[src/rtl/adc_seq.sv]
module adc_seq #(
  parameter int SCLK_HALF  = 2,
  parameter int STROBE_LOW = 3,
  parameter int WAKE_CYC   = 300,
  parameter int QUIET_CYC  = 20,
  parameter int TMO_W      = 12
)(
  input  logic             clk,
  input  logic             rst_n,
  input  logic             start_i,
  input  logic             sleep_mode_i,
  input  logic [TMO_W-1:0] timeout_lim_i,
  input  logic             busy_i,
  input  logic             sdata_i,
  output logic             convst_n_o,
  output logic             sclk_o,
  output logic [11:0]      data_o,
  output logic             valid_o,
  output logic             timeout_o
);
  localparam int C1 = $clog2(WAKE_CYC + 1);
  localparam int C2 = $clog2(QUIET_CYC + 1);
  localparam int C3 = $clog2(SCLK_HALF + 1);
  localparam int C4 = $clog2(STROBE_LOW + 1);
  localparam int CA = (C1 > C2) ? C1 : C2;
  localparam int CB = (C3 > C4) ? C3 : C4;
  localparam int CC = (CA > CB) ? CA : CB;
  localparam int CW = ((CC > TMO_W) ? CC : TMO_W) + 1;

  typedef enum logic [2:0] {S_IDLE, S_WAKE, S_PULSE, S_WAIT, S_READ, S_QUIET} st_t;

  st_t          state;
  logic [CW-1:0] cnt;
  logic [3:0]   bitn;
  logic [10:0]  sh;
  logic         cs_q, sck_q, valid_q, err_q, busy_q, mode_q;
  logic [11:0]  data_q;

  wire busy_fell = busy_q & ~busy_i;

  assign convst_n_o = cs_q;
  assign sclk_o     = sck_q;
  assign data_o     = data_q;
  assign valid_o    = valid_q;
  assign timeout_o  = err_q;

  always_ff @(posedge clk or negedge rst_n) begin
    if (!rst_n) begin
      state   <= S_IDLE;
      cnt     <= '0;
      bitn    <= '0;
      sh      <= '0;
      cs_q    <= 1'b1;
      sck_q   <= 1'b0;
      data_q  <= '0;
      valid_q <= 1'b0;
      err_q   <= 1'b0;
      busy_q  <= 1'b0;
      mode_q  <= 1'b0;
    end else begin
      busy_q  <= busy_i;
      valid_q <= 1'b0;
      err_q   <= 1'b0;
      unique case (state)
        S_IDLE: if (start_i) begin
          mode_q <= sleep_mode_i;
          cnt    <= '0;
          if (sleep_mode_i || !cs_q) begin
            cs_q  <= 1'b1;
            state <= S_WAKE;
          end else begin
            cs_q  <= 1'b0;
            state <= S_PULSE;
          end
        end
        S_WAKE: if (cnt == CW'(WAKE_CYC - 1)) begin
          cs_q  <= 1'b0;
          cnt   <= '0;
          state <= mode_q ? S_WAIT : S_PULSE;
        end else cnt <= cnt + 1'b1;
        S_PULSE: if (cnt == CW'(STROBE_LOW - 1)) begin
          cs_q  <= 1'b1;
          cnt   <= '0;
          state <= S_WAIT;
        end else cnt <= cnt + 1'b1;
        S_WAIT: if (busy_fell) begin
          state <= S_READ;
          cnt   <= '0;
          bitn  <= '0;
          sck_q <= 1'b1;
        end else if (cnt == CW'(timeout_lim_i)) begin
          err_q <= 1'b1;
          cnt   <= '0;
          state <= S_QUIET;
        end else cnt <= cnt + 1'b1;
        S_READ: if (cnt == CW'(SCLK_HALF - 1)) begin
          cnt <= '0;
          if (sck_q) begin
            sck_q <= 1'b0;
            sh    <= {sh[9:0], sdata_i};
            if (bitn == 4'd15) begin
              data_q  <= {sh, sdata_i};
              valid_q <= 1'b1;
              state   <= S_QUIET;
            end else bitn <= bitn + 1'b1;
          end else sck_q <= 1'b1;
        end else cnt <= cnt + 1'b1;
        S_QUIET: if (cnt == CW'(QUIET_CYC - 1)) state <= S_IDLE;
                 else cnt <= cnt + 1'b1;
        default: state <= S_IDLE;
      endcase
    end
  end

  assert_fast_high_in_read_R2: assert property (@(posedge clk) disable iff (!rst_n)
    (state == S_READ && !mode_q) |-> convst_n_o);
  assert_sleep_low_in_read_R3: assert property (@(posedge clk) disable iff (!rst_n)
    (state == S_READ && mode_q) |-> !convst_n_o);
  assert_clock_after_fall_R4: assert property (@(posedge clk) disable iff (!rst_n)
    (state == S_WAIT && busy_q && !busy_i) |=> sclk_o);
  assert_valid_single_R6: assert property (@(posedge clk) disable iff (!rst_n)
    valid_o |=> !valid_o);
  assert_quiet_no_fall_R7: assert property (@(posedge clk) disable iff (!rst_n)
    (state == S_QUIET) |=> !$fell(convst_n_o));
  assert_abort_no_clock_R9: assert property (@(posedge clk) disable iff (!rst_n)
    timeout_o |-> (!sclk_o && !valid_o));
  assert_abort_single_R9: assert property (@(posedge clk) disable iff (!rst_n)
    timeout_o |=> !timeout_o);
endmodule

[config.mk]
export PLATFORM = sky130hd
export DESIGN_NAME = adc_seq
export DESIGN_NICKNAME = d
export VERILOG_FILES = /design/src/rtl/adc_seq.sv
export SDC_FILE = /design/constraint.sdc
export NUM_CORES = 1
export LEC_CHECK = 0
export ABC_CLOCK_PERIOD_IN_PS = 3100
export BUFFER_PORTS_ARGS = -buffer_cell sky130_fd_sc_hd__buf_2
export CORE_ASPECT_RATIO = 1.4
export CORE_MARGIN = 2
export CORE_UTILIZATION = 30
export CTS_CLUSTER_DIAMETER = 200
export DETAILED_ROUTE_END_ITERATION = 8
export GPL_TIMING_DRIVEN = 0
export PLACE_DENSITY_LB_ADDON = 0.08
export SLEW_MARGIN = 20
export SYNTH_ARGS = -nofsm -noshare
export SYNTH_HDL_FRONTEND = slang
export SYNTH_SLANG_ARGS = --single-unit
[constraint.sdc]
create_clock -name clk -period 3.1 [get_ports clk]
set_clock_uncertainty 0.05 [all_clocks]
set_input_delay 0.155 -clock clk [delete_from_list [all_inputs] [get_ports clk]]
set_output_delay 0.155 -clock clk [all_outputs]
set_load 0.1 [all_outputs]
# == Yosys cells after proc, flatten, opt, wreduce, memory -nomap -nowiden ==
# Cells that the tools add are included.
# totals
out_inout_bits,16
register_bits,49
word_cells,92
# op_classes
reduce_logical,14
eq_ne,22
n_bitwise,2
n_mux,41
n_addsub,2
# op_table
cell,count
$mux W13,7
$pmux W13 S6,1
$mux W3,9
$ne A2 B2 Y1 const B,10
$pmux W3 S6,1
$mux W4,4
$mux W1,15
$add A13 B1 Y13 const B,1
$eq A13 B1 Y1 const B,1
$eq A13 B12 Y1,1
$eq A13 B2 Y1 const B,1
$eq A13 B5 Y1 const B,1
$eq A13 B9 Y1 const B,1
$reduce_and A3 Y1,3
$pmux W4 S2,1
$reduce_and A4 Y1,2
$reduce_and A8 Y1,1
$eq A3 B2 Y1 const B,2
$eq A3 B3 Y1 const B,2
$reduce_bool A6 Y1,1
$reduce_and A5 Y1,1
$add A4 B1 Y4 const B,1
$eq A4 B4 Y1 const B,1
$eq A3 B1 Y1 const B,1
12 further kinds,12

# == Depth between registers and ports, before layout ==
# logic_depth
word_depth,5
mapped_depth,9

# == Worst setup path after synthesis ==
# Ideal clock, no wire load.
# synth_path
path_type,reg-to-reg
startpoint,"register sck_q, in the netlist sclk_o"
endpoint,"register data_q[10], in the netlist data_o[10]"
t_arrival_ps,1998
required_ps,2925
slack_ps,927
period_less_slack_ps,2173
n_path_buf,1
stages_incl_launch_ff,5
path_cell_list,dfrtp_1 and2_1 nor4b_4 buf_4 mux2_2
# synth_between
elab_chain_len,1
# synth_rtl
element,line_no,rtl
from (decl),36,"logic cs_q, sck_q, valid_q, err_q, busy_q, mode_q;"
from (signal assigned),54,sck_q <= 1'b0;
from (signal assigned),90,sck_q <= 1'b1;
from (signal assigned),99,sck_q <= 1'b0;
$reduce_and A4 Y1 (no line),--,
to (signal assigned),102,"data_q <= {sh, sdata_i};"
to (decl),37,logic [11:0] data_q;
# Every way passes these cells.
# A chain may end at the register's enable or synchronous reset.

# == Worst setup path after layout ==
# layout_path
startpoint,register cnt[9]
endpoint,register sh[1]
# layout_between
elab_chain_len,2
# layout_rtl
element,line_no,rtl
from (decl),33,logic [CW-1:0] cnt;
from (signal assigned),80,end else cnt <= cnt + 1'b1;
from (signal assigned),85,end else cnt <= cnt + 1'b1;
from (signal assigned),95,end else cnt <= cnt + 1'b1;
$eq A13 B1 Y1,96,S_READ: if (cnt == CW'(SCLK_HALF - 1)) begin
$reduce_and A3 Y1 (no line),--,
to (signal assigned),100,"sh <= {sh[9:0], sdata_i};"
to (decl),35,logic [10:0] sh;
# Every way passes these cells.

==> summary.md <==
| Metric | Value |
|---|---|
| Crit path kind | `reg2reg` |
| Tcrit/Tclk final | `81.4%` |
| Clock Latency Late Sink | `0.29 ns` |
| Vias in the first global route | `2049` |
| Synth area leader | `dfrtp_1` |
| Synth Instances | `251` |
| Maximum fanout along the worst path | `10` |
| Clock network power share | `45.1%` |
| Final Net Count | `315` |
| CP startpoint kind | `flop` |
| Seq cells post-synth | `49` |
| RSZ-0062 raised after global routing | `no` |
| Worst Max-Slew Pin Slew | `0.688 ns` |
| Data required, critical path | `3.23 ns` |
| Switching Share | `21.9%` |
| Setup bufs post-CTS | `0` |
| Post-synth EDFFs | `0` |
| Detailed Place HPWL | `4680 um` |
| First-pass iteration count of the detailed router | `5` |
| Synth top area cells | `dfrtp_1 (44%), mux2_2 (8.8%), xor2_1 (4.2%)` |
| Gate power share | `3.4%` |
| Worst hold slack | `0.0543 ns` |
| Top FF cell, synth | `dfrtp_1` |
| Ys async rst share | `100%` |
| Layout cells sized above 1 | `30.3%` |
| Slew Viols, Final | `0` |
| CTS Buffer Depth | `2` |
| PortBufs | `33` |
| Register area | `1230 um2` |
| Die width | `84.2 um` |
| Area share of the largest cell type after synthesis | `44.5%` |
| Buf/Inv on CP | `1` |
| Placer Congestion | `0.804` |
| 1st-iter DRT viols | `93` |
| Crit. End Element | `flop` |
| DR vias/cell | `5.17` |
| Psw | `0.278 mW` |
| Die area | `9790 um2` |
| Post-DRT Antenna Nets | `0` |
| P&R area growth vs syn | `17.6%` |
| Commonest cells after routing, fill and taps aside | `dfrtp_1 (48), buf_2 (39), mux2_2 (21), nand2_1 (20), o21ai_0 (15)` |
| Slew HR | `53.9%` |
| Multi-input logic area | `1370 um2` |
| Final hold vios | `0` |
| Most common cell after layout, fill and taps aside | `dfrtp_1` |
| # IOs | `34` |
| Antenna Cells | `0` |
| Post-Route WL | `6360 um` |
| Post-Syn Nets | `273` |
| Total power | `1.27 mW` |
| Die H | `116 um` |
| DRC viols | `0` |
| Internal reg-to-reg setup slack | `0.58 ns` |
| Initial Utilization | `30.4%` |
| Post-Synthesis Cell Area | `2700 um2` |
| Count of final setup violators | `0` |
| Crit path time final | `2.52 ns` |
| Via count | `2075` |
| Crit path arrival time | `2.65 ns` |
| Core area | `8870 um2` |
| H-tree levels | `2` |
| Total grt overflow | `0` |
| Setup_tns | `0 ns` |
| CTS buffer count | `5` |
| GRT Util Overall | `14.1%` |
| Fmax | `397 MHz` |
| VDD IR-drop max | `222 uV` |
| Synth warnings | `0` |
| Floorplan row count | `41` |
| Status | `complete, no violations` |
| Critical-path cell with the highest stage delay | `nor4_4` |
| Delay of the slowest critical-path stage | `0.54 ns` |
| Post-synthesis sequential area ratio | `45.4%` |
| Delay-heaviest family, CP | `simple AND/OR/NAND/NOR gates` |
| Largest net degree at the start of global routing | `50` |
| Initial antenna violation count | `0` |
| CTS tree | `done` |
| Flop pwr share | `51.5%` |
| Clock root buffer master | `clkbuf_16` |
| CTS Sinks | `49` |
| CP Cell Sequence | `nor4_4 > nand2_2 > nor4_2 > buf_4 > mux2_2` |
| Reg clk slew, reported paths | `0.07 ns` |
| P_leak | `1.48 nW` |
| Post-CTS Resized | `0` |
| Pwr Density | `399 nW/um2` |
| Count of different cell masters after synthesis | `59` |
| Syn Area/Cell | `10.8 um2` |
| Hold Path Class | `in2reg` |
| First-pass GRT wire length | `10900 um` |
| Fill count | `912` |
| Wire length per cell | `15.9 um` |
| Internal Power | `0.992 mW` |
| Max-Cap Viols | `0` |
==> cells in the mapped netlist (2+ instances only) <==
library cell,n
dfrtp_1,48
mux2_2,21
nand2_1,20
o21ai_0,15
xor2_1,13
nor2_1,12
nor3_1,9
a21oi_1,8
buf_2,7
nand3_1,7
inv_1,5
nand2b_1,5
o2bb2ai_1,5
and3_1,4
buf_4,4
ha_1,4
mux2_1,4
nand4_1,4
nor4_1,4
o31ai_1,4
or3_1,3
a211o_1,2
and2_1,2
clkbuf_1,2
nor3b_1,2
nor4_4,2
o21ai_1,2
or3b_1,2
==> power groups by stage <==
stage / Combinational (mW) / Clock (mW) / Sequential [mW]
finish: 0.0436 / 0.572 / 0.653
global route: 0.0501 / 0.620 / 0.654
CTS: 0.0459 / 0.603 / 0.654
detailed placement: 0.0435 / 0 / 0.666
global placement: 0.0421 / 0 / 0.666
floorplan: 0.0139 / 0 / 0.664
==> worst reg2reg max path, stage by stage, from the launching register on <==
cell and delay [ns]:
dfrtp_1 0.47, nor4_4 0.54, nand2_2 0.21, nor4_2 0.51, buf_4 0.28, mux2_2 0.36
==> worst paths after layout <==
path | start | endpoint | depth (start not counted)
max in group asynchronous | rst_n | timeout_o | 2
min reg2reg | data_o[0] | data_o[0] | 1
min in group asynchronous | rst_n | valid_o | 2
max | cnt[9] | sh[1] | 5
min | sdata_i | data_o[0] | 2
max reg2reg | cnt[9] | sh[1] | 5
==> stage by stage <==
step                utilization [%]  area [um2]  cells  setup WS (ns)
floorplan                         -        2700    251          0.927
detailed placement             33.8        3000    391          0.533
finish                         35.8        3180    401          0.578
CTS                            35.8        3180    401          0.514
global route                   35.8        3180    401          0.399
global placement               33.8        3000    391          0.503
==> area by class of cell <==
class / instances / share of cell area [%]
clock inverters: 2 / 0.512
inverters: 5 / 0.591
flip-flops and latches: 49 / 38.6
multi-input cells: 183 / 43.1
plain buffers: 14 / 2.64
repair buffers: 35 / 5.91
clock buffers: 6 / 4.37
well taps: 107 / 4.21
==> flip-flops by register name, indices dropped and copies added, names as in the netlist <==
register    cells
cnt            13
timeout_o       1
state           3
sclk_o          1
data_o         12
mode_q          1
busy_q          1
convst_n_o      1
valid_o         1
sh             11
bitn            4
==> timing repair <==
| action | 4_1_cts | 5_1_grt |
|---|---|---|
| hold buffers | 2 | 0 |
| endpoints found under the setup margin | 0 | 0 |
| endpoints found under the hold margin | 49 | 0 |
==> cell families after synthesis <==
group / after synthesis / synth area share [%]
and+or+nand+nor: 87 / 19.4
AOI/OAI and AO/OA: 54 / 14.9
DFF: 49 / 45.4
muxes: 25 / 10.4
buffers and inverters: 19 / 3.80
xor gates and xnor gates: 13 / 4.21
adders and majority gates: 4 / 1.85
==> metal layers <==
metal	wire length, um	part of all wire [%]	track usage (%)
met5	0	0	0
met4	139	2.2	6.56
met1	2820	44	17.5
met3	220	3.5	2.76
met2	3180	50	23.6
(Power assumes the default switching activity.)
